[config.mk]
export PLATFORM = sky130hd
export DESIGN_NAME = crc_engine
export DESIGN_NICKNAME = d
export VERILOG_FILES = /design/src/rtl/crc_eng_pkg.sv /design/src/rtl/crc_cfg_regs.sv /design/src/rtl/crc_byte_step.sv /design/src/rtl/crc_remainder.sv /design/src/rtl/crc_result.sv /design/src/rtl/crc_engine.sv
export SDC_FILE = /design/constraint.sdc
export NUM_CORES = 1
export LEC_CHECK = 0
export BUFFER_PORTS_ARGS = -buffer_cell sky130_fd_sc_hd__buf_4
export CORE_MARGIN = 4
export CORE_UTILIZATION = 68
export DETAILED_ROUTE_END_ITERATION = 8
export HOLD_SLACK_MARGIN = 0.06
export PLACE_DENSITY = 0.89
export SETUP_SLACK_MARGIN = 0.4
export SLEW_MARGIN = 0
export SYNTH_ARGS = -nofsm -noshare
export SYNTH_HDL_FRONTEND = slang
export SYNTH_SLANG_ARGS = --single-unit
[constraint.sdc]
create_clock -name clk -period 7.1 [get_ports clk]
set_input_delay 0 -clock clk [delete_from_list [all_inputs] [get_ports clk]]
set_output_delay 0 -clock clk [all_outputs]
set_load 0.01 [all_outputs]
[src/rtl/crc_eng_pkg.sv]
package crc_eng_pkg;

  localparam int REG_W  = 32;
  localparam int BYTE_W = 8;
  localparam int ADDR_W = 3;
  localparam int CODE_W = 2;

  typedef enum logic [ADDR_W-1:0] {
    A_POLY   = 3'd0,
    A_SEED   = 3'd1,
    A_FXOR   = 3'd2,
    A_MODE   = 3'd3,
    A_WIDTH  = 3'd4,
    A_DATA   = 3'd5,
    A_INIT   = 3'd6,
    A_RESULT = 3'd7
  } addr_e;

  // Number of unused low bits below the active CRC width.
  function automatic int unsigned width_shift(logic [CODE_W-1:0] code);
    case (code)
      2'd0:    return 24;
      2'd1:    return 16;
      default: return 0;
    endcase
  endfunction

  // Mask of the top (active) bits of the left-aligned remainder.
  function automatic logic [REG_W-1:0] top_mask(logic [CODE_W-1:0] code);
    return ~(({REG_W{1'b1}}) >> (REG_W - width_shift(code)) >> 0) & {REG_W{1'b1}};
  endfunction

  // Mask of the low (right-justified) result bits.
  function automatic logic [REG_W-1:0] low_mask(logic [CODE_W-1:0] code);
    return {REG_W{1'b1}} >> width_shift(code);
  endfunction

  function automatic logic [BYTE_W-1:0] flip_byte(logic [BYTE_W-1:0] v);
    logic [BYTE_W-1:0] r;
    for (int i = 0; i < BYTE_W; i++) r[i] = v[BYTE_W-1-i];
    return r;
  endfunction

  // Reverse the low w bits of v, w set by code; higher bits become zero.
  function automatic logic [REG_W-1:0] flip_low(logic [REG_W-1:0] v,
                                                logic [CODE_W-1:0] code);
    logic [REG_W-1:0] r;
    for (int i = 0; i < REG_W; i++) r[i] = v[REG_W-1-i];
    return r >> width_shift(code);
  endfunction

endpackage

[src/rtl/crc_cfg_regs.sv]
module crc_cfg_regs
  import crc_eng_pkg::*;
#(
  parameter int                 W          = REG_W,
  parameter logic [REG_W-1:0]   POLY_RST   = 32'h04C1_1DB7,
  parameter logic [REG_W-1:0]   SEED_RST   = 32'hFFFF_FFFF,
  parameter logic [REG_W-1:0]   FXOR_RST   = 32'hFFFF_FFFF,
  parameter logic [1:0]         MODE_RST   = 2'b11,
  parameter logic [CODE_W-1:0]  WIDTH_RST  = 2'd2
) (
  input  logic              clk,
  input  logic              rst_n,
  input  logic              wr_en,
  input  logic [ADDR_W-1:0] addr,
  input  logic [W-1:0]      wdata,
  output logic [W-1:0]      poly_o,
  output logic [W-1:0]      seed_o,
  output logic [W-1:0]      fxor_o,
  output logic              refin_o,
  output logic              refout_o,
  output logic [CODE_W-1:0] width_o,
  output logic              data_we_o,
  output logic              init_we_o,
  output logic [BYTE_W-1:0] data_byte_o
);

  addr_e sel;
  assign sel = addr_e'(addr);

  always_ff @(posedge clk or negedge rst_n) begin
    if (!rst_n) begin
      poly_o   <= POLY_RST;
      seed_o   <= SEED_RST;
      fxor_o   <= FXOR_RST;
      refin_o  <= MODE_RST[0];
      refout_o <= MODE_RST[1];
      width_o  <= WIDTH_RST;
    end else if (wr_en) begin
      case (sel)
        A_POLY:  poly_o   <= wdata;
        A_SEED:  seed_o   <= wdata;
        A_FXOR:  fxor_o   <= wdata;
        A_MODE:  begin
                   refin_o  <= wdata[0];
                   refout_o <= wdata[1];
                 end
        A_WIDTH: width_o  <= wdata[CODE_W-1:0];
        default: ;
      endcase
    end
  end

  assign data_we_o = wr_en && (sel == A_DATA);
  assign init_we_o = wr_en && (sel == A_INIT);
  // Input reflection applied here so the datapath always sees MSB-first data.
  assign data_byte_o = refin_o ? flip_byte(wdata[BYTE_W-1:0]) : wdata[BYTE_W-1:0];

endmodule

[src/rtl/crc_byte_step.sv]
module crc_byte_step
  import crc_eng_pkg::*;
#(
  parameter int W     = REG_W,
  parameter int STEPS = BYTE_W
) (
  input  logic [W-1:0]     rem_i,
  input  logic [STEPS-1:0] byte_i,
  input  logic [W-1:0]     poly_i,
  output logic [W-1:0]     rem_o
);

  logic [W-1:0] stage [0:STEPS];

  assign stage[0] = rem_i ^ {byte_i, {(W-STEPS){1'b0}}};

  for (genvar k = 0; k < STEPS; k++) begin : g_bit
    logic [W-1:0] shifted;
    assign shifted      = {stage[k][W-2:0], 1'b0};
    assign stage[k+1]   = stage[k][W-1] ? (shifted ^ poly_i) : shifted;
  end

  assign rem_o = stage[STEPS];

endmodule

[src/rtl/crc_remainder.sv]
module crc_remainder
  import crc_eng_pkg::*;
#(
  parameter int               W       = REG_W,
  parameter logic [REG_W-1:0] REM_RST = 32'hFFFF_FFFF
) (
  input  logic              clk,
  input  logic              rst_n,
  input  logic              data_we_i,
  input  logic              init_we_i,
  input  logic [BYTE_W-1:0] byte_i,
  input  logic [W-1:0]      poly_i,
  input  logic [W-1:0]      seed_i,
  input  logic [CODE_W-1:0] width_i,
  output logic [W-1:0]      rem_o
);

  logic [W-1:0] rem_q;
  logic [W-1:0] step_nxt;
  logic [W-1:0] seed_load;

  crc_byte_step #(.W(W), .STEPS(BYTE_W)) u_step (
    .rem_i  (rem_q),
    .byte_i (byte_i),
    .poly_i (poly_i),
    .rem_o  (step_nxt)
  );

  assign seed_load = seed_i & top_mask(width_i);

  always_ff @(posedge clk or negedge rst_n) begin
    if (!rst_n)         rem_q <= REM_RST;
    else if (init_we_i) rem_q <= seed_load;
    else if (data_we_i) rem_q <= step_nxt;
  end

  assign rem_o = rem_q;

  AST_REM_HOLD: assert property (@(posedge clk) disable iff (!rst_n)
    (!data_we_i && !init_we_i) |=> $stable(rem_q));

  AST_INIT_LOAD: assert property (@(posedge clk) disable iff (!rst_n)
    init_we_i |=> ((rem_q & ~$past(top_mask(width_i))) == '0));

  AST_ZERO_IN_ZERO_OUT: assert property (@(posedge clk) disable iff (!rst_n)
    (data_we_i && !init_we_i && rem_q == '0 && byte_i == '0) |=> (rem_q == '0));

endmodule

[src/rtl/crc_result.sv]
module crc_result
  import crc_eng_pkg::*;
#(
  parameter int W = REG_W
) (
  input  logic              clk,
  input  logic              rst_n,
  input  logic [W-1:0]      rem_i,
  input  logic [W-1:0]      fxor_i,
  input  logic              refout_i,
  input  logic [CODE_W-1:0] width_i,
  output logic [W-1:0]      result_o
);

  logic [W-1:0] justified;
  logic [W-1:0] oriented;

  assign justified = rem_i >> width_shift(width_i);
  assign oriented  = refout_i ? flip_low(justified, width_i) : justified;
  assign result_o  = (oriented ^ fxor_i) & low_mask(width_i);

  AST_NARROW_8: assert property (@(posedge clk) disable iff (!rst_n)
    (width_i == 2'd0) |-> (result_o[W-1:8] == '0));

  AST_NARROW_16: assert property (@(posedge clk) disable iff (!rst_n)
    (width_i == 2'd1) |-> (result_o[W-1:16] == '0));

endmodule

[src/rtl/crc_engine.sv]
module crc_engine
  import crc_eng_pkg::*;
(
  input  logic              clk,
  input  logic              rst_n,
  input  logic              wr_en,
  input  logic [ADDR_W-1:0] addr,
  input  logic [REG_W-1:0]  wdata,
  output logic [REG_W-1:0]  rdata
);

  localparam int W = REG_W;

  logic [W-1:0]      poly, seed, fxor, rem, result;
  logic              refin, refout, data_we, init_we;
  logic [CODE_W-1:0] width_code;
  logic [BYTE_W-1:0] data_byte;

  crc_cfg_regs #(.W(W)) u_regs (
    .clk         (clk),
    .rst_n       (rst_n),
    .wr_en       (wr_en),
    .addr        (addr),
    .wdata       (wdata),
    .poly_o      (poly),
    .seed_o      (seed),
    .fxor_o      (fxor),
    .refin_o     (refin),
    .refout_o    (refout),
    .width_o     (width_code),
    .data_we_o   (data_we),
    .init_we_o   (init_we),
    .data_byte_o (data_byte)
  );

  crc_remainder #(.W(W)) u_rem (
    .clk       (clk),
    .rst_n     (rst_n),
    .data_we_i (data_we),
    .init_we_i (init_we),
    .byte_i    (data_byte),
    .poly_i    (poly),
    .seed_i    (seed),
    .width_i   (width_code),
    .rem_o     (rem)
  );

  crc_result #(.W(W)) u_res (
    .clk      (clk),
    .rst_n    (rst_n),
    .rem_i    (rem),
    .fxor_i   (fxor),
    .refout_i (refout),
    .width_i  (width_code),
    .result_o (result)
  );

  always_comb begin
    case (addr_e'(addr))
      A_POLY:   rdata = poly;
      A_SEED:   rdata = seed;
      A_FXOR:   rdata = fxor;
      A_MODE:   rdata = {{(W-2){1'b0}}, refout, refin};
      A_WIDTH:  rdata = {{(W-CODE_W){1'b0}}, width_code};
      A_RESULT: rdata = result;
      default:  rdata = '0;
    endcase
  end

endmodule

== After elaboration in Yosys (flattened, before gate mapping) ==
Index checks and enable logic that the tools add are counted.

* Bits in registers: 132
* Bits in latches: 0
* Bits in writable memories: 0
* ROM bits: 0
* Input bits: 38
* Logic and storage cells: 57
* Memories kept: 0

* Add/sub/neg operators: 1
* Multiply operators: 0
* Divide/modulo/power cells: 0
* $lt $le $gt $ge: 0
* Equality and inequality tests: 8
* Shifts and indexed selects: 4
* Muxes and demuxes: 14
* Bitwise logic cells: 13
* Reduce and logical (&&, ||, !) cells: 10

{| class="wikitable"
|+ Operator list
! cell !! number
|-
| 2-to-1 mux 32 bit || 11
|-
| XOR 32 bit || 10
|-
| one-hot mux 32 bit (6 select lines) || 1
|-
| AND 32 bit || 2
|-
| >> shifter 32 x 5 -> 32 bit || 2
|-
| NOT 32 bit || 1
|-
| >> shifter 32 x 32 -> 32 bit (first input constant) || 1
|-
| >> shifter 32 x 5 -> 32 bit (first input constant) || 1
|-
| == test 3 bit (second input constant) || 4
|-
| one-hot mux 5 bit (2 select lines) || 1
|-
| AND reduction 2 bit || 5
|-
| 2-to-1 mux 8 bit || 1
|-
| subtractor 6 x 5 -> 7 bit (first input constant) || 1
|-
| == test 3 x 2 -> 1 bit (second input constant) || 2
|-
| == test 3 x 1 -> 1 bit (second input constant) || 1
|-
| zero test 3 bit || 1
|-
| == test 2 x 1 -> 1 bit (second input constant) || 1
|-
| logical AND 1 bit || 2
|-
| zero test 2 bit || 1
|-
| nonzero test 2 bit || 1
|}

== Depth between registers and ports, before layout ==
Gate-level depths: netlist of run 1.

* Depth in word-level cells: 20
* Gate-level depth with buffers: 17

== Modules after synthesis ==
Synthesis of run 1 repeated with hierarchy kept, for this count alone.

* Cells, all modules: 1,286
* Area, all modules: 12,602.1 um2

{| class="wikitable"
|+ By module, submodules not included
! module !! instances !! cells each !! area each (um2) !! seq. area each (um2)
|-
| crc_byte_step || 1 || 599 || 4,335.4 || 0.0
|-
| crc_cfg_regs || 1 || 227 || 4,170.2 || 2,603.7
|-
| crc_remainder || 1 || 118 || 1,640.3 || 840.8
|-
| crc_result || 1 || 190 || 1,415.1 || 0.0
|-
| crc_engine || 1 || 152 || 1,041.0 || 0.0
|}

== Worst setup path before layout of run 1 ==
No wires, ideal clock.

* Kind: reg-to-reg
* Start: reg u_regs.refin_o
* End: reg u_rem.rem_q[30], in the netlist u_rem.rem_o[30]
* Setup time: 72 ps
* Data arrival time: 4,603 ps
* Required time: 7,028 ps
* Path slack: 2,425 ps
* Stages on the path, launching flop included: 17
* Buffers on the path: 3
* Period minus slack after synthesis: 4,675 ps
* Cells stage by stage: dfstp_2 > buf_6 > mux2i_2 > xor2_2 > or4_1 > and4_4 > buf_6 > o2111a_1 > or4_4 > a211o_1 > a21oi_2 > xnor3_2 > nor3_2 > buf_4 > o21ai_1 > xnor3_1 > o21ai_1

* Longest elaborated chain between the ends: 19
* Elaborated cells between the ends (all ways): 20
* Those cells by class: mux: 11; bitwise: 9

{| class="wikitable"
|+ RTL lines
! element !! line !! text
|-
| start: declaration || crc_cfg_regs.sv:19 || <nowiki>output logic refin_o,</nowiki>
|-
| start signal: assignment || crc_cfg_regs.sv:35 || <nowiki>refin_o <= MODE_RST[0];</nowiki>
|-
| start signal: assignment || crc_cfg_regs.sv:44 || <nowiki>refin_o <= wdata[0];</nowiki>
|-
| 2-to-1 mux 8 bit (*) || crc_cfg_regs.sv:56 || <nowiki>assign data_byte_o = refin_o ? flip_byte(wdata[BYTE_W-1:0]) : wdata[BYTE_W-1:0];</nowiki>
|-
| XOR 32 bit (*) || crc_byte_step.sv:15 || <nowiki>assign stage[0] = rem_i ^ {byte_i, {(W-STEPS){1'b0}}};</nowiki>
|-
| 2-to-1 mux 32 bit (*) || crc_byte_step.sv:20 || <nowiki>assign stage[k+1] = stage[k][W-1] ? (shifted ^ poly_i) : shifted;</nowiki>
|-
| XOR 32 bit / 2-to-1 mux 32 bit (equally long branches) || crc_byte_step.sv:20 ||
|-
| 2-to-1 mux 32 bit (*) || crc_byte_step.sv:20 ||
|-
| XOR 32 bit / 2-to-1 mux 32 bit (equally long branches) || crc_byte_step.sv:20 ||
|-
| 2-to-1 mux 32 bit (*) || crc_byte_step.sv:20 ||
|-
| XOR 32 bit / 2-to-1 mux 32 bit (equally long branches) || crc_byte_step.sv:20 ||
|-
| [3 not listed] || - ||
|-
| XOR 32 bit / 2-to-1 mux 32 bit (equally long branches) || crc_byte_step.sv:20 ||
|-
| 2-to-1 mux 32 bit (*) || crc_byte_step.sv:20 ||
|-
| XOR 32 bit / 2-to-1 mux 32 bit (equally long branches) || crc_byte_step.sv:20 ||
|-
| 2-to-1 mux 32 bit (*) || crc_byte_step.sv:20 ||
|-
| XOR 32 bit / 2-to-1 mux 32 bit (equally long branches) || crc_byte_step.sv:20 ||
|-
| 2-to-1 mux 32 bit (*) || crc_byte_step.sv:20 ||
|-
| 2-to-1 mux 32 bit (*) || crc_remainder.sv:34 || <nowiki>else if (data_we_i) rem_q <= step_nxt;</nowiki>
|-
| 2-to-1 mux 32 bit (*) || crc_remainder.sv:33 || <nowiki>else if (init_we_i) rem_q <= seed_load;</nowiki>
|-
| end signal: assignment || crc_remainder.sv:33 ||
|-
| end signal: assignment || crc_remainder.sv:34 ||
|-
| end: declaration || crc_remainder.sv:18 || <nowiki>logic [W-1:0] rem_q;</nowiki>
|}

Every way passes the cells marked *; elsewhere a longest branch is shown, timed or not. The select of a mux whose other input is x is not followed.
A chain may end at the register's enable or synchronous reset.

== Final worst setup path of run 1 ==
* Start: reg u_regs.refin_o
* End: reg u_rem.rem_q[31], in the netlist u_rem.rem_o[31]

Same word-level chain as after synthesis.

==> results of run 1 <==
-- timing repair --
action                                 in CTS  in global routing
hold buffers                               34                  0
endpoints found under the hold margin     153                  0
buffers inserted                            0                  0
setup endpoints to repair                   0                  0
-- flip-flops by register name, indices dropped and copies added, names as in the netlist --
| register | count |
|---|---|
| u_regs.seed_o | 32 |
| u_regs.poly_o | 32 |
| u_regs.refout_o | 1 |
| u_regs.refin_o | 1 |
| u_rem.rem_o | 32 |
| u_regs.width_o | 2 |
| u_regs.fxor_o | 32 |
-- per-layer routing --
| layer | up-vias | wire length, um | GRT usage |
|---|---|---|---|
| met2 | 772 | 16400 | 0.570 |
| met5 | - | 0 | 0 |
| met4 | 0 | 1740 | 0.174 |
| met3 | 193 | 4220 | 0.0797 |
| li1 | 4440 | - | - |
| met1 | 5039 | 13000 | 0.477 |
-- area by class of cell --
type / instances / share of cell area
timing repair buffer: 115 / 0.0732
multi-input combinational: 1023 / 0.593
clock buffer: 21 / 0.0363
sequential: 132 / 0.266
clock inverter: 11 / 0.00782
inverter: 7 / 0.00203
tap: 220 / 0.0213
-- synthesized netlist by cell type (29+ instances only) --
library cell,number,area (um2)
clkbuf_1,84,315
a22oi_1,29,218
mux2_2,96,1080
dfstp_2,113,2970
nor2_1,58,218
o22ai_1,31,194
nand2_1,238,893
xor2_1,32,280
a21oi_1,51,255
o21ai_0,30,150
mux2i_1,69,691
o21ai_1,32,160
xnor2_1,184,1610
xnor3_1,29,653
-- kinds of logic after synthesis --
family	count (synthesis)	synth area share
mux	169	0.160
flops	132	0.297
simple gates	348	0.126
compound gates	257	0.146
xor+xnor	249	0.226
buf+inv	125	0.0454
-- stage by stage --
| stage | cells | hold slack (ns) |
|---|---|---|
| finish | 1529 | 0.145 |
| global route | 1529 | 0.209 |
| CTS | 1529 | 0.159 |
| detailed placement | 1463 | 0.0711 |
| global placement | 1463 | 0.0651 |
| floorplan | 1280 | -0.296 |
-- worst max-delay path, delay by kind of cell, from the launching register on --
kind / cells / cell delay (ns)
AO/OA/AOI/OAI: 7 / 1.86
AND/OR/NAND/NOR: 3 / 1.27
flip-flops: 1 / 0.73
XOR/XNOR: 2 / 1.35
multiplexers: 1 / 0.38
-- worst max path at each step --
stage,endpoint,startpoint,slack [ns],depth (start not counted)
floorplan,u_rem.rem_o[30],u_regs.refin_o,2.42,16
global placement,u_rem.rem_o[31],u_regs.refin_o,1.76,13
detailed placement,u_rem.rem_o[11],u_regs.refin_o,1.64,14
CTS,u_rem.rem_o[31],u_regs.refin_o,1.57,13
global route,u_rem.rem_o[31],u_regs.refin_o,1.22,14
finish,u_rem.rem_o[31],u_regs.refin_o,1.42,13
==> flow_summary.toml, run 1 <==
[drt]
dr.pass1.iters = 6
wl_per_cell_um = 23.1
drt_iter0_markers = 1752
antenna_left = 0
vias = 10400
routed_via_density = 6.83
wl_mm = 35.3
drc = 0

[yosys]
postSynthCellCount = 1280
yosys_register_bits = 132
synth_warnings = 0
synth_area_um2 = 11600
synth_edf_count = 0
async_flop_share = 1.00
seq_area_frac_synth = 0.297
synth_nets = 1318
synth_flop_cell = "dfstp_2"
postSynthAreaPerCell_um2 = 9.06
synth.distinct_cells = 73

[sta]
setup_slack_ns = 1.42
period_share = 0.801
grt_setup_unrepaired = "false"
slew_headroom = 0.137
fmax_mhz = 176
fin_worst_skew_ns = 0.0102
tightest_slew_ns = 1.29
setup_viol = 0
tns_ns = 0
hold_viol = 0
final_max_slew_viol_count = 0
finalCriticalPeriod_ns = 5.68

[critical_path]
path_class = "flop to flop"
r2r-start = "u_regs.refin_o"
max_stage_delay_ns = 0.95
cp_max_fo = 20
r2r_slack_ns = 1.42
critPathRequiredTime_ns = 7.45
cp_common_cell = "xor2_2"
slowest_stage = "xor2_2"
reg2regPathDepth = 13
crit_chain = "mux2i_4, xor2_2, a2111oi_0, or4_1, a311o_1, a211o_1, a31oi_1, a21oi_1, nor2_1, xor2_2, a211oi_1, o21a_1, or3_1"
end_kind = "flop"
arrival_ns = 6.04
startpoint_type = "flop"
r2r-end = "u_rem.rem_o[31]"

[floorplanning]
io-pin-count = 70
dieWidth_um = 139
coreArea_um2 = 16600
die_y_um = 139
die-area_um2 = 19200
initial_core_util = 0.697
rows = 47

[clock_tree]
cts_buffer_depth = 2
cts_resized = 0
cts_made_buffers = 17
clk_latency_ns = 0.44
clock-root-buffer = "clkbuf_16"
htreeDepth = 4
clk_pin_slew_worst_paths_ns = 0.06
cts_tree = "yes"
cts.sink_count = 132

[job]
maxCapViolCount = 0

[place]
hpwl_mm = 22.0
placed_area_um2 = 12000
port_buffers = 69
pre_cts_ws_ns = 1.64
place_congestion = 0.949

[layout]
mostFrequentLayoutCell = "nand2_1"
stdcell_area_um2 = 13000
fin_util = 0.778
layout_common_cells = "nand2_1, xnor2_1, dfstp_2"
fillers = 993
nets = 1334
diodes = 0
drive_above_1_share = 0.285
seq_area_um2 = 3440
multi_input_area_um2 = 7690
syn_to_final_growth_pct = 11.7

[min_path]
hold_class = "input port to async pin"

[outcome]
status = "complete, no violations"

[grt]
grt_pass1_vias = 10300
grt_use_total = 0.362
antenna_found_initial = 0
grt_pass1_wl_mm = 56.1
grt_max_degree = 80
grt.overflow.total = 0
Power of run 1 is not shown: default switching activity piles up to over one toggle a cycle in this logic, so the estimate is an artifact.
==> inputs of run 2 (changes only) <==
- CORE_UTILIZATION: 68 -> 63
- PLACE_DENSITY: 0.89 -> 0.83
- clock period: 7.1 -> 5.71 ns (I/O delays scaled with it)
==> run 2 against run 1 <==
Effect of this change:
- cell count is 1.5% higher
- core utilization is 4.5 points lower
- worst hold slack better by 0.0054 ns
- global-route usage is 1.5 points lower
- via count is 1.6% lower
- routed wire length is 0.76% lower
- clock skew is 0.00072 ns higher
- critical endpoint is now u_rem.rem_o[17]
- flip-flop and latch count stayed put
- sequential share of layout area is 0.49 points lower
==> flow_summary.toml, run 2 (synthesis gave the netlist of run 1 again) <==
[clock_tree]
cts_buffer_depth = 2
clk_pin_slew_worst_paths_ns = 0.06
htreeDepth = 4
cts_made_buffers = 17
clock-root-buffer = "clkbuf_16"
cts.sink_count = 132
cts_tree = "yes"
clk_latency_ns = 0.44

[sta]
slew_headroom = 0.306
fin_worst_skew_ns = 0.0109
setup_slack_ns = 0.533
grt_setup_unrepaired = "false"
finalCriticalPeriod_ns = 5.18
tns_ns = 0
fmax_mhz = 193
setup_viol = 0
final_max_slew_viol_count = 0
hold_viol = 0
period_share = 0.907
tightest_slew_ns = 1.04

[layout]
syn_to_final_growth_pct = 13.9
fillers = 1245
fin_util = 0.733
nets = 1349
layout_common_cells = "nand2_1, xnor2_1, dfstp_2"
diodes = 0
finalNonFillerCells = 1552
mostFrequentLayoutCell = "nand2_1"
drive_above_1_share = 0.297

[drt]
drc = 0
wl_per_cell_um = 22.6
wl_mm = 35.0
drt_iter0_markers = 1193
antenna_left = 0
dr.pass1.iters = 6
routed_via_density = 6.62
vias = 10300

[critical_path]
arrival_ns = 5.53
cp_max_fo = 16
path_class = "flop to flop"
slowest_stage = "dfstp_4"
r2r_slack_ns = 0.53
critPathRequiredTime_ns = 6.06
startpoint_type = "flop"
crit_chain = "mux2i_4, xor2_4, or4_1, and4_4, o2111a_1, or4_4, a211o_1, a21oi_2, xnor3_2, nor3_4, buf_4, o21ai_2, xnor3_1, o21ai_1"
max_stage_delay_ns = 0.73
end_kind = "flop"

[grt]
grt.overflow.total = 0
antenna_found_initial = 0
grt_use_total = 0.347
grt_pass1_vias = 9953
grt_max_degree = 79
grt_pass1_wl_mm = 55.3

[place]
port_buffers = 69
pre_cts_ws_ns = 0.491
place_congestion = 0.952
dp_cells = 1485
hpwl_mm = 22.2

[floorplanning]
die_y_um = 144
dieWidth_um = 144
die-area_um2 = 20600
initial_core_util = 0.644
io-pin-count = 70
coreArea_um2 = 18000
rows = 49

[job]
maxCapViolCount = 0

[outcome]
status = "complete, no violations"

[min_path]
hold_class = "input port to async pin"
run 2: through the flow:
| step | cell area [um2] | hold WS (ns) |
|---|---|---|
| floorplan | 11600 | -0.296 |
| global placement | 12100 | 0.0766 |
| detailed placement | 12100 | 0.0831 |
| CTS | 13100 | 0.161 |
| global route | 13200 | 0.214 |
| finish | 13200 | 0.150 |
run 2: critical path, delay by kind of cell (launching register included):
kind	cells	cell delay (ns)
xor gates and xnor gates	3	1.05
AOI/OAI and AO/OA	5	1.02
and+or+nand+nor	4	1.57
DFF	1	0.73
muxes	1	0.39
buffers and inverters	1	0.33
run 2: final cells by class:
class	instances	area [um2]	share of cell area
Multi-Input combinational cell	1023	7750	0.586
Tap cell	229	287	0.0217
Timing Repair Buffer	130	1060	0.0806
Sequential cell	132	3450	0.261
Clock inverter	13	198	0.0150
Inverter	7	26.3	0.00199
Clock buffer	18	439	0.0332
run 2: worst paths after layout:
check | startpoint | to | depth (start not counted)
worst max-delay path | u_regs.refin_o | u_rem.rem_o[17] | 14
worst min-delay path | rst_n | u_regs.poly_o[27] | 2
worst max register to register | u_regs.refin_o | u_rem.rem_o[17] | 14
worst min register to register | u_rem.rem_o[0] | u_rem.rem_o[0] | 1
max in group asynchronous | rst_n | u_regs.poly_o[6] | 3
min in group clk | addr[0] | u_regs.refout_o | 3
run 2: repair_timing:
action,in CTS,in global routing
setup endpoints to repair,0,31
endpoints found under the hold margin,154,0
setup buffers,0,2
hold buffers,34,0
gates resized for setup,0,14
run 2: metal layers:
layer  part of all wire  GRT usage  vias to the layer above
met5                  0          0                        -
met4              0.044      0.143                        0
met3               0.11     0.0745                      156
met2               0.47      0.548                      667
met1               0.38      0.465                     4974
li1                   -          -                     4479
Power of run 2 is left out for the same reason.
